===== config.mk =====
export PLATFORM = sky130hd
export DESIGN_NAME = dram_refresh_sched
export DESIGN_NICKNAME = d
export VERILOG_FILES = /design/src/rtl/dram_ref_pkg.sv /design/src/rtl/ref_interval_timer.sv /design/src/rtl/ref_backlog.sv /design/src/rtl/ref_issuer.sv /design/src/rtl/dram_refresh_sched.sv
export SDC_FILE = /design/constraint.sdc
export NUM_CORES = 1
export LEC_CHECK = 0
export CELL_PAD_IN_SITES_DETAIL_PLACEMENT = 1
export CELL_PAD_IN_SITES_GLOBAL_PLACEMENT = 1
export CORE_AREA = 3 3 87 64
export DETAILED_ROUTE_END_ITERATION = 12
export DIE_AREA = 0 0 90 67
export GPL_TIMING_DRIVEN = 1
export PLACE_DENSITY = 0.8
export SYNTH_ARGS = -nofsm -noshare
export SYNTH_HDL_FRONTEND = slang
export SYNTH_SLANG_ARGS = --single-unit

===== constraint.sdc =====
create_clock -name clk -period 5.4 [get_ports clk]
set_clock_uncertainty 0.2 [all_clocks]
set_input_delay 1.08 -clock clk [delete_from_list [all_inputs] [get_ports clk]]
set_output_delay 1.08 -clock clk [all_outputs]
set_load 0.02 [all_outputs]

===== src/rtl/dram_ref_pkg.sv =====
package dram_ref_pkg;

  // temperature range codes, coldest first
  typedef enum logic [1:0] {
    TEMP_COLD = 2'b00,
    TEMP_NORM = 2'b01,
    TEMP_WARM = 2'b10,
    TEMP_HOT  = 2'b11
  } temp_rng_e;

  localparam int PEND_MAX = 8;
  localparam int PEND_W   = $clog2(PEND_MAX + 1);

  typedef logic [PEND_W-1:0] pend_t;

endpackage


===== src/rtl/ref_interval_timer.sv =====
module ref_interval_timer #(
  parameter int BASE_CYC = 64,
  parameter int ROWS     = 16
) (
  input  logic       clk,
  input  logic       rst_n,
  input  logic       burst_mode,
  input  logic [1:0] temp_code,
  output logic       tick_dist,
  output logic       tick_burst
);
  import dram_ref_pkg::*;

  localparam int LONGEST = BASE_CYC * ROWS * 2;
  localparam int TW      = $clog2(LONGEST + 1);

  logic [TW-1:0] base_len;
  logic [TW-1:0] lim;
  logic [TW-1:0] cnt_q, cnt_d;
  logic          wrap;
  logic          tick_dist_d, tick_burst_d;

  always_comb begin
    base_len = burst_mode ? TW'(BASE_CYC * ROWS) : TW'(BASE_CYC);
    case (temp_rng_e'(temp_code))
      TEMP_COLD: lim = base_len << 1;
      TEMP_NORM: lim = base_len;
      TEMP_WARM: lim = base_len >> 1;
      default:   lim = base_len >> 2;
    endcase
  end

  always_comb begin
    wrap         = (cnt_q >= lim - TW'(1));
    cnt_d        = wrap ? '0 : cnt_q + TW'(1);
    tick_dist_d  = wrap && !burst_mode;
    tick_burst_d = wrap && burst_mode;
  end

  always_ff @(posedge clk or negedge rst_n) begin
    if (!rst_n) begin
      cnt_q      <= '0;
      tick_dist  <= 1'b0;
      tick_burst <= 1'b0;
    end else begin
      cnt_q      <= cnt_d;
      tick_dist  <= tick_dist_d;
      tick_burst <= tick_burst_d;
    end
  end

endmodule


===== src/rtl/ref_backlog.sv =====
module ref_backlog #(
  parameter int ROWS = 16
) (
  input  logic                    clk,
  input  logic                    rst_n,
  input  logic                    tick_dist,
  input  logic                    tick_burst,
  input  logic                    grant,
  output dram_ref_pkg::pend_t     pend_cnt,
  output logic                    work,
  output logic                    ovf_err
);
  import dram_ref_pkg::*;

  localparam int BW = $clog2(ROWS + 1);

  pend_t         pend_d;
  logic [BW-1:0] burst_q, burst_d, burst_rem;
  logic          ovf_d;
  logic          take_burst, take_pend;
  logic          ovf_pend, ovf_burst;

  always_comb begin
    take_burst = grant && (burst_q != '0);
    take_pend  = grant && (burst_q == '0) && (pend_cnt != '0);
    ovf_pend   = 1'b0;
    ovf_burst  = 1'b0;

    pend_d = pend_cnt;
    if (tick_dist && !take_pend) begin
      if (pend_cnt == pend_t'(PEND_MAX)) ovf_pend = 1'b1;
      else                               pend_d   = pend_cnt + pend_t'(1);
    end else if (!tick_dist && take_pend) begin
      pend_d = pend_cnt - pend_t'(1);
    end

    burst_rem = take_burst ? burst_q - BW'(1) : burst_q;
    burst_d   = burst_rem;
    if (tick_burst) begin
      if (burst_rem != '0) ovf_burst = 1'b1;
      else                 burst_d   = BW'(ROWS);
    end

    ovf_d = ovf_err || ovf_pend || ovf_burst;
  end

  assign work = (pend_cnt != '0) || (burst_q != '0);

  always_ff @(posedge clk or negedge rst_n) begin
    if (!rst_n) begin
      pend_cnt <= '0;
      burst_q  <= '0;
      ovf_err  <= 1'b0;
    end else begin
      pend_cnt <= pend_d;
      burst_q  <= burst_d;
      ovf_err  <= ovf_d;
    end
  end

endmodule


===== src/rtl/ref_issuer.sv =====
module ref_issuer #(
  parameter int ROWS = 16,
  parameter int TRFC = 6,
  parameter int ROW_W = $clog2(ROWS)
) (
  input  logic             clk,
  input  logic             rst_n,
  input  logic             work,
  input  logic             ack,
  output logic             req,
  output logic             grant,
  output logic [ROW_W-1:0] row,
  output logic             busy
);
  localparam int CW = $clog2(TRFC + 1);

  logic [CW-1:0]    rfc_q, rfc_d;
  logic [ROW_W-1:0] row_d;

  always_comb begin
    req   = work && (rfc_q == '0);
    grant = req && ack;
    busy  = (rfc_q != '0);

    if (grant)             rfc_d = CW'(TRFC);
    else if (rfc_q != '0)  rfc_d = rfc_q - CW'(1);
    else                   rfc_d = rfc_q;

    if (grant) row_d = (row == ROW_W'(ROWS - 1)) ? '0 : row + ROW_W'(1);
    else       row_d = row;
  end

  always_ff @(posedge clk or negedge rst_n) begin
    if (!rst_n) begin
      rfc_q <= '0;
      row   <= '0;
    end else begin
      rfc_q <= rfc_d;
      row   <= row_d;
    end
  end

endmodule


===== src/rtl/dram_refresh_sched.sv =====
module dram_refresh_sched #(
  parameter int BASE_CYC = 64,
  parameter int ROWS     = 16,
  parameter int TRFC     = 6,
  localparam int ROW_W   = $clog2(ROWS)
) (
  input  logic             clk,
  input  logic             rst_n,
  input  logic             burst_mode,
  input  logic [1:0]       temp_code,
  input  logic             ref_ack,
  output logic             ref_req,
  output logic [ROW_W-1:0] ref_row,
  output logic             rfc_busy,
  output logic [3:0]       pend_cnt,
  output logic             ovf_err
);
  import dram_ref_pkg::*;

  logic  tick_dist, tick_burst;
  logic  grant, work;
  pend_t pend_w;

  ref_interval_timer #(.BASE_CYC(BASE_CYC), .ROWS(ROWS)) u_timer (
    .clk        (clk),
    .rst_n      (rst_n),
    .burst_mode (burst_mode),
    .temp_code  (temp_code),
    .tick_dist  (tick_dist),
    .tick_burst (tick_burst)
  );

  ref_backlog #(.ROWS(ROWS)) u_backlog (
    .clk        (clk),
    .rst_n      (rst_n),
    .tick_dist  (tick_dist),
    .tick_burst (tick_burst),
    .grant      (grant),
    .pend_cnt   (pend_w),
    .work       (work),
    .ovf_err    (ovf_err)
  );

  ref_issuer #(.ROWS(ROWS), .TRFC(TRFC), .ROW_W(ROW_W)) u_issue (
    .clk   (clk),
    .rst_n (rst_n),
    .work  (work),
    .ack   (ref_ack),
    .req   (ref_req),
    .grant (grant),
    .row   (ref_row),
    .busy  (rfc_busy)
  );

  assign pend_cnt = 4'(pend_w);

endmodule


Yosys cells after proc, flatten, opt, wreduce, memory -nomap -nowiden
Cells that the tools add are included.
{"block": "word_totals", "ff_bits": 31, "output_inout_bits": 11}
{"block": "op_classes", "n_addsub": 7, "magnitude_cmp": 1, "eq_ne": 5, "n_mux": 16, "reduce_logical": 25}
{"op": "$pmux W12 S3", "count": 1}
{"op": "$mux W4", "count": 4}
{"op": "$mux W5", "count": 3}
{"op": "$add A12 B1 Y12 const B", "count": 1}
{"op": "$ge A12 B12 Y1", "count": 1}
{"op": "$mux W12", "count": 1}
{"op": "$sub A12 B1 Y12 const B", "count": 1}
{"op": "$mux W11", "count": 1}
{"op": "$reduce_bool A5 Y1", "count": 2}
{"op": "$logic_and A1 B1 Y1", "count": 9}
{"op": "$add A4 B1 Y4 const B", "count": 2}
{"op": "$eq A4 B4 Y1 const B", "count": 2}
{"op": "$mux W3", "count": 2}
{"op": "$logic_not A5 Y1", "count": 1}
{"op": "$sub A5 B1 Y5 const B", "count": 1}
{"op": "$mux W1", "count": 4}
{"op": "$reduce_bool A2 Y1", "count": 2}
{"op": "$reduce_bool A4 Y1", "count": 1}
{"op": "$sub A4 B1 Y4 const B", "count": 1}
{"op": "$logic_not A1 Y1", "count": 3}
{"op": "$logic_not A3 Y1", "count": 1}
{"op": "$logic_or A1 B1 Y1", "count": 3}
{"op": "$reduce_bool A3 Y1", "count": 1}
{"op": "$sub A3 B1 Y3 const B", "count": 1}
{"op": "other kinds (5)", "count": 5}

Longest topological paths before layout
{"block": "depth", "depth_word": 11, "ltp_mapped": 10, "mapped_depth_nobuf": 10}

Cells and area by module
Synthesis repeated with hierarchy kept, for this count alone.
{"block": "hier_totals", "cells_unflattened": 190, "area_unflattened_um2": 1884.3}
{"module": "ref_interval_timer", "n_inst": 1, "cells_per_inst": 85, "area_each_um2": 822.0, "seq_area_each_um2": 350.3}
{"module": "ref_backlog", "n_inst": 1, "cells_per_inst": 69, "area_each_um2": 686.9, "seq_area_each_um2": 250.2}
{"module": "ref_issuer", "n_inst": 1, "cells_per_inst": 36, "area_each_um2": 375.4, "seq_area_each_um2": 175.2}

Worst setup path before layout
No wires, ideal clock.
{"block": "synth_timing", "kind": "input-to-reg", "from": "in ref_ack", "to": "reg u_backlog.pend_cnt[3]", "setup_time_ns": 0.087, "arrival_ns": 3.017, "t_required_ns": 5.113, "path_slack_ns": 2.095, "path_stages": 8, "n_path_buf": 0, "path_cell_list": "nand3b_1 a21o_1 o21ai_0 ha_1 a21o_2 a21oi_1 mux2_2 o221ai_2"}
{"block": "synth_between", "elab_chain_len": 7, "elab_cells_between_ends": 10, "cone_classes": "eq/ne (1); mux (1); reduce/logical (8)"}
{"item": "from (decl)", "line": "dram_refresh_sched.sv:11", "text": "input logic ref_ack,"}
{"item": "$logic_and A1 B1 Y1 (*)", "line": "ref_issuer.sv:22", "text": "grant = req && ack;"}
{"item": "$logic_and A1 B1 Y1 (*) (2 in series)", "line": "ref_backlog.sv:25", "text": "take_pend = grant && (burst_q == '0) && (pend_cnt != '0);"}
{"item": "$logic_not A1 Y1", "line": "ref_backlog.sv:30", "text": "if (tick_dist && !take_pend) begin"}
{"item": "$logic_and A1 B1 Y1", "line": "ref_backlog.sv:30"}
{"item": "$ne A2 B2 Y1 (no line) / $reduce_bool A2 Y1 (equally long branches)"}
{"item": "$reduce_and A2 Y1 (no line)"}
{"item": "to (signal assigned)", "line": "ref_backlog.sv:55", "text": "pend_cnt <= pend_d;"}
{"item": "to (decl)", "line": "ref_backlog.sv:9", "text": "output dram_ref_pkg::pend_t pend_cnt,"}
Mark *: on every way between the ends. The rest lies on a longest branch, timed or not.
A chain may end at the register's enable or synchronous reset.

Worst setup path after layout
Same ends and word-level chain as after synthesis.

==> reports/results.ini <==
[power]
pwr-share-seq = 0.383
power.total_uw = 1170
clockPowerShare = 0.174
p_int_uw = 685
p_leak_uw = 0.000970
pwr_density_cell_nw_per_um2 = 529
p_switching_uw = 487
pwr-share-comb = 0.443
swShare = 0.415
peakVddDrop_uv = 203

[global_routing]
antenna_found_initial = 0
grt_start_max_net_pins = 32
grtUsageTotal = 0.157
grt_pass1_vias = 1429
gr-total-overflow = 0
grt_pass1_wl_um = 7400

[detailed_routing]
drtPass1Iterations = 4
viasPerCell = 5.35
first_iter_violations = 86
ant_nets = 0
totalWireLength_um = 4350
via_count = 1483
wl_per_cell_um = 15.7
drc = 0

[floorplan]
ios = 17
die_x_um = 90
die_area_sq_um = 6030
start_util = 0.394
dieHeight_um = 67
coreArea_sq_um = 4780
rows = 21

[synth]
yosys.area.top_type_share = 0.411
yosysTopAreaCell = dfrtp_1
ys_ff_latch = 31
synthCells = 187
syn_area_sq_um = 1890
async_reset_ff_frac = 1.00
ys_warn_count = 0
avgSynthCellArea_sq_um = 10.1
synth_area_leaders = dfrtp_1 (41%), ha_1 (11%), xor2_1 (4.6%), a21oi_1 (4.2%), nand2_1 (3.8%)
syn_nets = 210
ys_seq_area_frac = 0.411
yosys_most_used_dff = dfrtp_1
synth_cell_types = 49
synth-edff-count = 0

[worst_setup_path]
path_class = input port to register
r2r_slack_ns = 1.76
critPathRequiredTime_ns = 5.40
cp_slowest_cell = clkdlybuf4s50_1
worstRegToRegCells = 10
worstPathArrival_ns = 3.86
start_kind = input port
cpPeakStageDelay_ns = 0.47
path_cells = clkdlybuf4s50_1, nand3b_1, a21o_1, o21ai_0, ha_1, a21o_2, a21oi_1, mux2_2, o221ai_2
crit_fanout = 8
cp-end-kind = register

[cts]
cts_max_path_buffers = 2
cts_setup_buffers = 0
cts_max_level = 2
clk_latency_ns = 0.28
clkTransAtPathRegs_ns = 0.07
cts_buffers = 5
post_cts_resized = 0
cts_sinks = 31
cts_hold_buf = 0
cts-root-buf = clkbuf_8
cts_tree = yes

[finish]
multi_input_area_sq_um = 1060
diodes = 0
post-route-util = 0.463
drive_above_1_share = 0.0962
fin_area_sq_um = 2220
layout.nets = 230
regArea_sq_um = 776
area_growth_pct = 17.5
finalNonFillerCells = 277
fillers = 549

[placed_design]
detailed_place.area_sq_um = 2120
routabilityCongestion = 0.810
portBuffers = 16
hpwl_um = 3190
dpl.cell_count = 269

[hold_path]
hp-class = register to register
hold_depth = 1

[sta]
rsz0062_at_grt = false
setup-tns-final_ns = 0
max_slew_margin = 0.355
hold_viol = 0
finalCriticalPeriod_ns = 3.87
fmax_mhz = 259
drv_slew = 0
period_share = 0.716
worst_pin_slew_ns = 0.967
setup_viol = 0

[job]
cap_viol_max_count = 0

[outcome]
status = finished clean

power by group through the flow:
stage	registers (uW)	clock network (uW)	logic [uW]
floorplan	451	0	338
global placement	446	0	493
detailed placement	451	0	517
CTS	449	209	525
global route	470	221	580
finish	449	204	518
worst max-delay path: cells and delay by family:
kind / cells / cell delay (ns)
adders and majority gates: 1 / 0.32
buffers and inverters: 1 / 0.47
and+or+nand+nor: 1 / 0.21
muxes: 1 / 0.40
AOI/OAI and AO/OA: 5 / 1.39
logic make-up (layout without fill, tap and decap cells):
family | after synthesis | after routing | share of synthesized area
muxes | 6 | 6 | 0.0352
buffers and inverters | 11 | 32 | 0.0265
AOI/OAI and AO/OA | 42 | 42 | 0.153
other | 1 | 1 | 0.00199
adders and majority gates | 17 | 17 | 0.117
and+or+nand+nor | 62 | 62 | 0.177
xor gates and xnor gates | 17 | 17 | 0.0790
DFF | 31 | 31 | 0.411
metrics by stage:
stage	hold WS, ns	worst slack, ns
after floorplan	0.242	2.10
after global placement	0.270	1.43
after detailed placement	0.278	1.31
after CTS	0.287	1.54
after global routing	0.361	1.36
final	0.288	1.53
layout make-up:
type / instances / share of cell area
Multi-Input combinational cell: 145 / 0.478
Sequential cell: 31 / 0.350
Timing Repair Buffer: 17 / 0.0757
Clock buffer: 8 / 0.0452
Tap cell: 69 / 0.0390
Inverter: 7 / 0.0119
state kept, by name, summed over array words and instances, names as in the netlist:
signal              cells
u_backlog.ovf_err       1
u_timer.tick_dist       1
u_issue.row             4
u_timer.cnt_q          12
u_backlog.burst_q       5
u_backlog.pend_cnt      4
u_issue.rfc_q           3
u_timer.tick_burst      1
layer usage:
metal / routed length (um) / up-vias / GRT usage
li1: - / 724 / -
met1: 2260 / 724 / 0.218
met2: 1860 / 28 / 0.238
met3: 161 / 7 / 0.0361
met4: 62 / 0 / 0.0553
met5: 0 / - / 0
synthesized netlist by cell type, drive strengths merged, types with 2 or more instances:
| cell | n |
|---|---|
| nand4 | 2 |
| nand3 | 6 |
| mux2 | 5 |
| inv | 7 |
| nor2 | 7 |
| and4 | 5 |
| ha | 16 |
| a21o | 4 |
| o21ai | 7 |
| nor3 | 6 |
| nand2b | 3 |
| clkbuf | 2 |
| a21oi | 16 |
| a31oi | 2 |
| and2 | 2 |
| dfrtp | 31 |
| xor2 | 10 |
| xnor2 | 7 |
| nor4 | 3 |
| nand2 | 19 |
| buf | 2 |
| o221ai | 3 |
cell usage in the layout, fill, tap and decap left out, types with 3 or more instances in the layout:
master / synthesis / routed
ha_1: 16 / 16
nor2_1: 7 / 7
inv_1: 7 / 7
a21oi_1: 16 / 16
xnor2_1: 7 / 7
xor2_1: 10 / 10
a21o_1: 3 / 3
nor3_1: 6 / 6
mux2_2: 5 / 5
o21ai_0: 7 / 7
clkbuf_8: 0 / 7
nand2b_1: 3 / 3
nand3_1: 6 / 6
nor4_1: 3 / 3
dfrtp_1: 31 / 31
nand2_1: 19 / 19
and4_1: 4 / 4
clkdlybuf4s50_1: 0 / 16
worst paths after layout:
kind                                                     start                                end
worst min register to register      u_timer.cnt_q[0]$_DFF_PN0_         u_timer.cnt_q[0]$_DFF_PN0_
worst min-delay path                u_timer.cnt_q[0]$_DFF_PN0_         u_timer.cnt_q[0]$_DFF_PN0_
max in group asynchronous                                rst_n     u_backlog.burst_q[0]$_DFF_PN0_
worst max-delay path                                   ref_ack  u_backlog.pend_cnt[3]$_DFFE_PN0P_
min in group asynchronous                                rst_n  u_backlog.pend_cnt[2]$_DFFE_PN0P_
worst max register to register  u_backlog.burst_q[0]$_DFF_PN0_  u_backlog.pend_cnt[3]$_DFFE_PN0P_
(Power assumes the default switching activity.)
